File: config.mk
export PLATFORM = sky130hd
export DESIGN_NAME = ret_guard_stack
export DESIGN_NICKNAME = d
export VERILOG_FILES = /design/src/rtl/ret_guard_pkg.sv /design/src/rtl/ret_guard_mem.sv /design/src/rtl/ret_guard_cmp.sv /design/src/rtl/ret_guard_stack.sv
export SDC_FILE = /design/constraint.sdc
export NUM_CORES = 1
export LEC_CHECK = 0
export ABC_AREA = 1
export BUFFER_PORTS_ARGS = -buffer_cell sky130_fd_sc_hd__buf_2
export CAP_MARGIN = 0
export CORE_ASPECT_RATIO = 1.25
export CORE_MARGIN = 4
export CORE_UTILIZATION = 52
export CTS_BUF_LIST = sky130_fd_sc_hd__clkbuf_4 sky130_fd_sc_hd__clkbuf_8
export DETAILED_ROUTE_END_ITERATION = 16
export PLACE_DENSITY = 0.67
export SYNTH_ARGS = -nofsm -noshare
export SYNTH_HDL_FRONTEND = slang
export SYNTH_SLANG_ARGS = --single-unit
File: constraint.sdc
create_clock -name clk -period 2.7 [get_ports clk]
set_clock_uncertainty 0.1 [all_clocks]
set_input_delay 0.27 -clock clk [delete_from_list [all_inputs] [get_ports clk]]
set_output_delay 0.27 -clock clk [all_outputs]
set_load 0.01 [all_outputs]
File: src/rtl/ret_guard_pkg.sv
package ret_guard_pkg;

    typedef enum logic [2:0] {
        RG_NOP   = 3'd0,
        RG_PUSH  = 3'd1,
        RG_POP   = 3'd2,
        RG_CHECK = 3'd3,
        RG_SWAP  = 3'd4
    } rg_cmd_e;

endpackage

File: src/rtl/ret_guard_mem.sv
module ret_guard_mem #(
    parameter int DEPTH = 8,
    parameter int AW    = 32,
    parameter int IW    = 3
) (
    input  logic          clk,
    input  logic          rst_n,
    input  logic          wr_en,
    input  logic [IW-1:0] wr_idx,
    input  logic [AW-1:0] wr_data,
    input  logic [IW-1:0] rd_idx,
    output logic [AW-1:0] rd_data
);

    logic [AW-1:0] slot_q [DEPTH];

    for (genvar g = 0; g < DEPTH; g++) begin : g_slot
        always_ff @(posedge clk or negedge rst_n) begin
            if (!rst_n) begin
                slot_q[g] <= '0;
            end else if (wr_en && (wr_idx == IW'(g))) begin
                slot_q[g] <= wr_data;
            end
        end
    end

    always_comb begin
        rd_data = '0;
        for (int i = 0; i < DEPTH; i++) begin
            if (rd_idx == IW'(i)) begin
                rd_data = slot_q[i];
            end
        end
    end

endmodule

File: src/rtl/ret_guard_cmp.sv
module ret_guard_cmp #(
    parameter int AW = 32
) (
    input  logic          held_valid,
    input  logic [AW-1:0] held_val,
    input  logic [AW-1:0] link_val,
    output logic          mismatch
);

    // A missing popped value counts as a mismatch.
    always_comb begin
        mismatch = !held_valid || (held_val != link_val);
    end

endmodule

File: src/rtl/ret_guard_stack.sv
module ret_guard_stack
    import ret_guard_pkg::*;
#(
    parameter int DEPTH = 8,
    parameter int AW    = 32
) (
    input  logic          clk,
    input  logic          rst_n,
    input  logic          enable,
    input  logic          cmd_valid,
    input  logic [2:0]    cmd,
    input  logic [AW-1:0] data_in,
    input  logic [AW-1:0] link_reg,
    output logic [AW-1:0] data_out,
    output logic          exc_illegal,
    output logic          exc_overflow,
    output logic          exc_underflow
);

    localparam int IW = (DEPTH > 1) ? $clog2(DEPTH) : 1;
    localparam int CW = $clog2(DEPTH + 1);

    typedef struct packed {
        logic [CW-1:0] count;
        logic [AW-1:0] held;
        logic          held_valid;
        logic [AW-1:0] dout;
        logic          exc_ill;
        logic          exc_ovf;
        logic          exc_unf;
    } rg_state_t;

    rg_state_t     st_d, st_q;
    rg_cmd_e       op;
    logic          full, empty, mismatch;
    logic          wr_en;
    logic [IW-1:0] wr_idx, top_idx;
    logic [AW-1:0] wr_data, top_data;
    logic [CW-1:0] count_q;
    logic          held_valid_q;

    assign op           = rg_cmd_e'(cmd);
    assign count_q      = st_q.count;
    assign held_valid_q = st_q.held_valid;
    assign full         = (st_q.count == CW'(DEPTH));
    assign empty        = (st_q.count == '0);
    assign top_idx      = empty ? '0 : IW'(st_q.count - 1'b1);

    ret_guard_mem #(.DEPTH(DEPTH), .AW(AW), .IW(IW)) u_mem (
        .clk     (clk),
        .rst_n   (rst_n),
        .wr_en   (wr_en),
        .wr_idx  (wr_idx),
        .wr_data (wr_data),
        .rd_idx  (top_idx),
        .rd_data (top_data)
    );

    ret_guard_cmp #(.AW(AW)) u_cmp (
        .held_valid (st_q.held_valid),
        .held_val   (st_q.held),
        .link_val   (link_reg),
        .mismatch   (mismatch)
    );

    always_comb begin
        st_d         = st_q;
        st_d.exc_ill = 1'b0;
        st_d.exc_ovf = 1'b0;
        st_d.exc_unf = 1'b0;
        wr_en        = 1'b0;
        wr_idx       = top_idx;
        wr_data      = data_in;
        if (enable && cmd_valid) begin
            case (op)
                RG_PUSH: begin
                    if (full) begin
                        st_d.exc_ovf = 1'b1;
                    end else begin
                        wr_en      = 1'b1;
                        wr_idx     = IW'(st_q.count);
                        st_d.count = st_q.count + 1'b1;
                    end
                end
                RG_POP: begin
                    if (empty) begin
                        st_d.exc_unf = 1'b1;
                    end else begin
                        st_d.held       = top_data;
                        st_d.held_valid = 1'b1;
                        st_d.dout       = top_data;
                        st_d.count      = st_q.count - 1'b1;
                    end
                end
                RG_CHECK: begin
                    st_d.exc_ill    = mismatch;
                    st_d.held_valid = 1'b0;
                end
                RG_SWAP: begin
                    if (empty) begin
                        st_d.exc_unf = 1'b1;
                    end else begin
                        wr_en     = 1'b1;
                        wr_idx    = top_idx;
                        st_d.dout = top_data;
                    end
                end
                default: ;
            endcase
        end
    end

    always_ff @(posedge clk or negedge rst_n) begin
        if (!rst_n) begin
            st_q <= '0;
        end else begin
            st_q <= st_d;
        end
    end

    assign data_out      = st_q.dout;
    assign exc_illegal   = st_q.exc_ill;
    assign exc_overflow  = st_q.exc_ovf;
    assign exc_underflow = st_q.exc_unf;

endmodule

==> results.sh <==
export IMPL_syn_avg_cell_area_um2=7.661
export IMPL_worstMarginPinSlew_ps=569.4
export IMPL_dieHeight_um=204.8
export IMPL_vdd_drop_max_mv=0.5817
export IMPL_grt_antenna_before_repair=0
export IMPL_synth_area_leaders="dfrtp_1, nand2_1, o21ai_0"
export IMPL_slew_headroom=0.6199
export IMPL_min_period_ps=2512
export IMPL_clk_pin_slew_ps=60
export IMPL_grt_max_degree=65
export IMPL_yosysMostFrequentCell="nand2_1"
export IMPL_gp_congestion=0.8729
export IMPL_drc=0
export IMPL_power_leakage_uw=0.009675
export IMPL_grt_total_usage=0.2721
export IMPL_drive_gt1_frac=0.1377
export IMPL_final_max_slew_viol_count=0
export IMPL_die_w_um=165.4
export IMPL_syn_inst=2102
export IMPL_grt_pass1_wl_mm=73.35
export IMPL_fin_nets=2274
export IMPL_synth_edf_count=0
export IMPL_crit_type="reg2reg"
export IMPL_fin_crit_sh=0.9302
export IMPL_cts_root_buf="clkbuf_8"
export IMPL_grt_overflow=0
export IMPL_syn_nets=2177
export IMPL_seq_area_frac_synth=0.5097
export IMPL_firstDrtPassIters=8
export IMPL_worstPathMaxFanout=24
export IMPL_r2r_setup_slack_ps=190
export IMPL_status="completed"
export IMPL_placementRows=71
export IMPL_hold_viol=0
export IMPL_critPathBufInv=5
export IMPL_drt_iter0_drc=1448
export IMPL_path_delay_family="simple AND/OR/NAND/NOR gates"
export IMPL_yosys_top_cells_count="nand2_1, dfrtp_1, inv_1"
export IMPL_yosys_warnings=0
export IMPL_setup_tns_ps=0
export IMPL_syn_area_um2=16100
export IMPL_design_core_area_um2=30290
export IMPL_worstSetupStartpointType="flop"
export IMPL_crit_arrival_ps=2910
export IMPL_synth_cell_types=40
export IMPL_wire_per_inst_um=17.17
export IMPL_via_per_inst=5.386
export IMPL_drtAntennaViolNets=0
export IMPL_min_path_type="in2reg"
export IMPL_p_per_area_nw_per_um2=1152
export IMPL_synth_top_area_cell="dfrtp_1"
export IMPL_hold_ws_ps=36.88
export IMPL_drt_total_wl_mm=45.29
export IMPL_ys_flop_type="dfrtp_1"
export IMPL_start_util=0.5316
export IMPL_clk_latency_ps=610
export IMPL_critPathCaptureType="flop"
export IMPL_nFillCells=2710
export IMPL_cp_required_ps=3090
export IMPL_cpPeakStageDelay_ps=370
export IMPL_grt_pass1_vias=13371
export IMPL_dieArea_um2=33870
export IMPL_setup_viol=0
export IMPL_post_cts_repair_setup_buffers=0
export IMPL_dp_hpwl_mm=29.87
export IMPL_cp_slowest_cell="dfrtp_1"
export IMPL_io_buffer_count=105
export IMPL_cts_max_level=2
export IMPL_async_flop_share=1.000
export IMPL_drv_cap=0
export IMPL_crit_top_cell="nand2_1"
export IMPL_clkSinkCount=328
export IMPL_antenna_cells=0
export IMPL_synth_seq_cells=328
export IMPL_synth_top_cell_area_share=0.5097
export IMPL_ios=106
export IMPL_clockBufferDepth=3
export IMPL_crit_chain="inv_1, ha_2, inv_1, nand2_2, buf_4, nand3_2, buf_4, nor2_1, nor2_1, nand2_1, nand2_1, nand2_1, nand2_1, nand2_1, nand3_1, nand2_1, inv_1"
export IMPL_cts_tree="built"
export IMPL_max_freq_mhz=398.1
export IMPL_fin_util=0.6131
export IMPL_vias=14202
export IMPL_syn2layout_area_growth_pct=15.32
export IMPL_rsz0062_at_grt="no"
export IMPL_numCtsBuffers=51
[routing by layer]
metal / vias up / wire [um] / track usage
met3: 91 / 3777 / 0.05474
met5: - / 0 / 0
met1: 6702 / 19780 / 0.3937
li1: 6829 / - / -
met2: 580 / 20420 / 0.4137
met4: 0 / 1311 / 0.08871
[path summary, 6_finish.rpt]
| kind | startpoint | end | depth (start not counted) |
|---|---|---|---|
| worst min-delay path | link_reg[20] | exc_illegal | 6 |
| min in group asynchronous | rst_n | st_q[41] | 2 |
| worst max register to register | count_q[1] | data_out[7] | 17 |
| max in group asynchronous | rst_n | u_mem.slot_q[127] | 3 |
| worst max-delay path | count_q[1] | data_out[7] | 17 |
| worst min register to register | st_q[48] | st_q[48] | 2 |
[report_power, final]
| part | total, uW | internal, uW | leakage [uW] | switching, uW |
|---|---|---|---|---|
| clock | 4510 | 2540 | 0.000594 | 1960 |
| combinational | 8950 | 3070 | 0.00492 | 5880 |
| sequential | 7940 | 6880 | 0.00416 | 1060 |
[state kept, by name (all words and copies together) (netlist names)]
register       flops
exc_underflow      1
st_q              32
held_valid_q       1
exc_overflow       1
count_q            4
u_mem.slot_q     256
data_out          32
exc_illegal        1
[what timing repair did]
item | CTS | global route
hold endpoints to repair | 450 | 0
hold buffers | 35 | 0
endpoints found under the setup margin | 0 | 16
gates resized for setup | 0 | 2
[cell families after synthesis]
family          count (synthesis)  synth area share
fa+ha+maj                       4          0.003108
buf+inv                       376           0.09844
compound gates                390            0.1259
xor+xnor                       11          0.005982
simple gates                  993            0.2569
flops                         328            0.5097
[cell type report]
type                    count  area [um2]  share of cell area
repair buffers            191        1548             0.08334
flip-flops and latches    328        8208              0.4420
clock buffers              82        1047             0.05639
well taps                 401       501.7             0.02702
inverters                 229       859.6             0.04628
multi-input cells        1398        6336              0.3412
clock inverters             8       71.32            0.003840
[per-stage QoR]
step	cells	worst slack (ps)	cell area [um2]	total power, uW
floorplan	2102	370.0	16100	13970
global placement	2512	215.2	17100	16530
detailed placement	2512	166.9	17100	16740
CTS	2637	150.8	18570	21360
global route	2637	5.237	18570	23040
finish	2637	188.3	18570	21400
[cells in the final DEF (no fill, tap or decap), drive strengths merged, types with 2 or more instances in the layout]
cell type / instances
o21ai: 293
ha: 4
o211ai: 2
o31ai: 2
xor2: 11
inv: 229
a211oi: 2
nand3b: 5
dlygate4sd3: 35
clkinv: 6
nand4: 70
clkbuf: 82
nand2: 690
nand3: 39
nor2: 155
or2: 28
a21oi: 75
nor3: 5
dfrtp: 328
buf: 156
o22ai: 8
a22o: 3
[worst reg2reg max path: cells and delay by family (launching register included)]
kind	cells	cell delay [ps]
and+or+nand+nor	11	1000
buffers and inverters	5	700
adders and majority gates	1	240
DFF	1	370
Power figures use the tool's default switching activity.
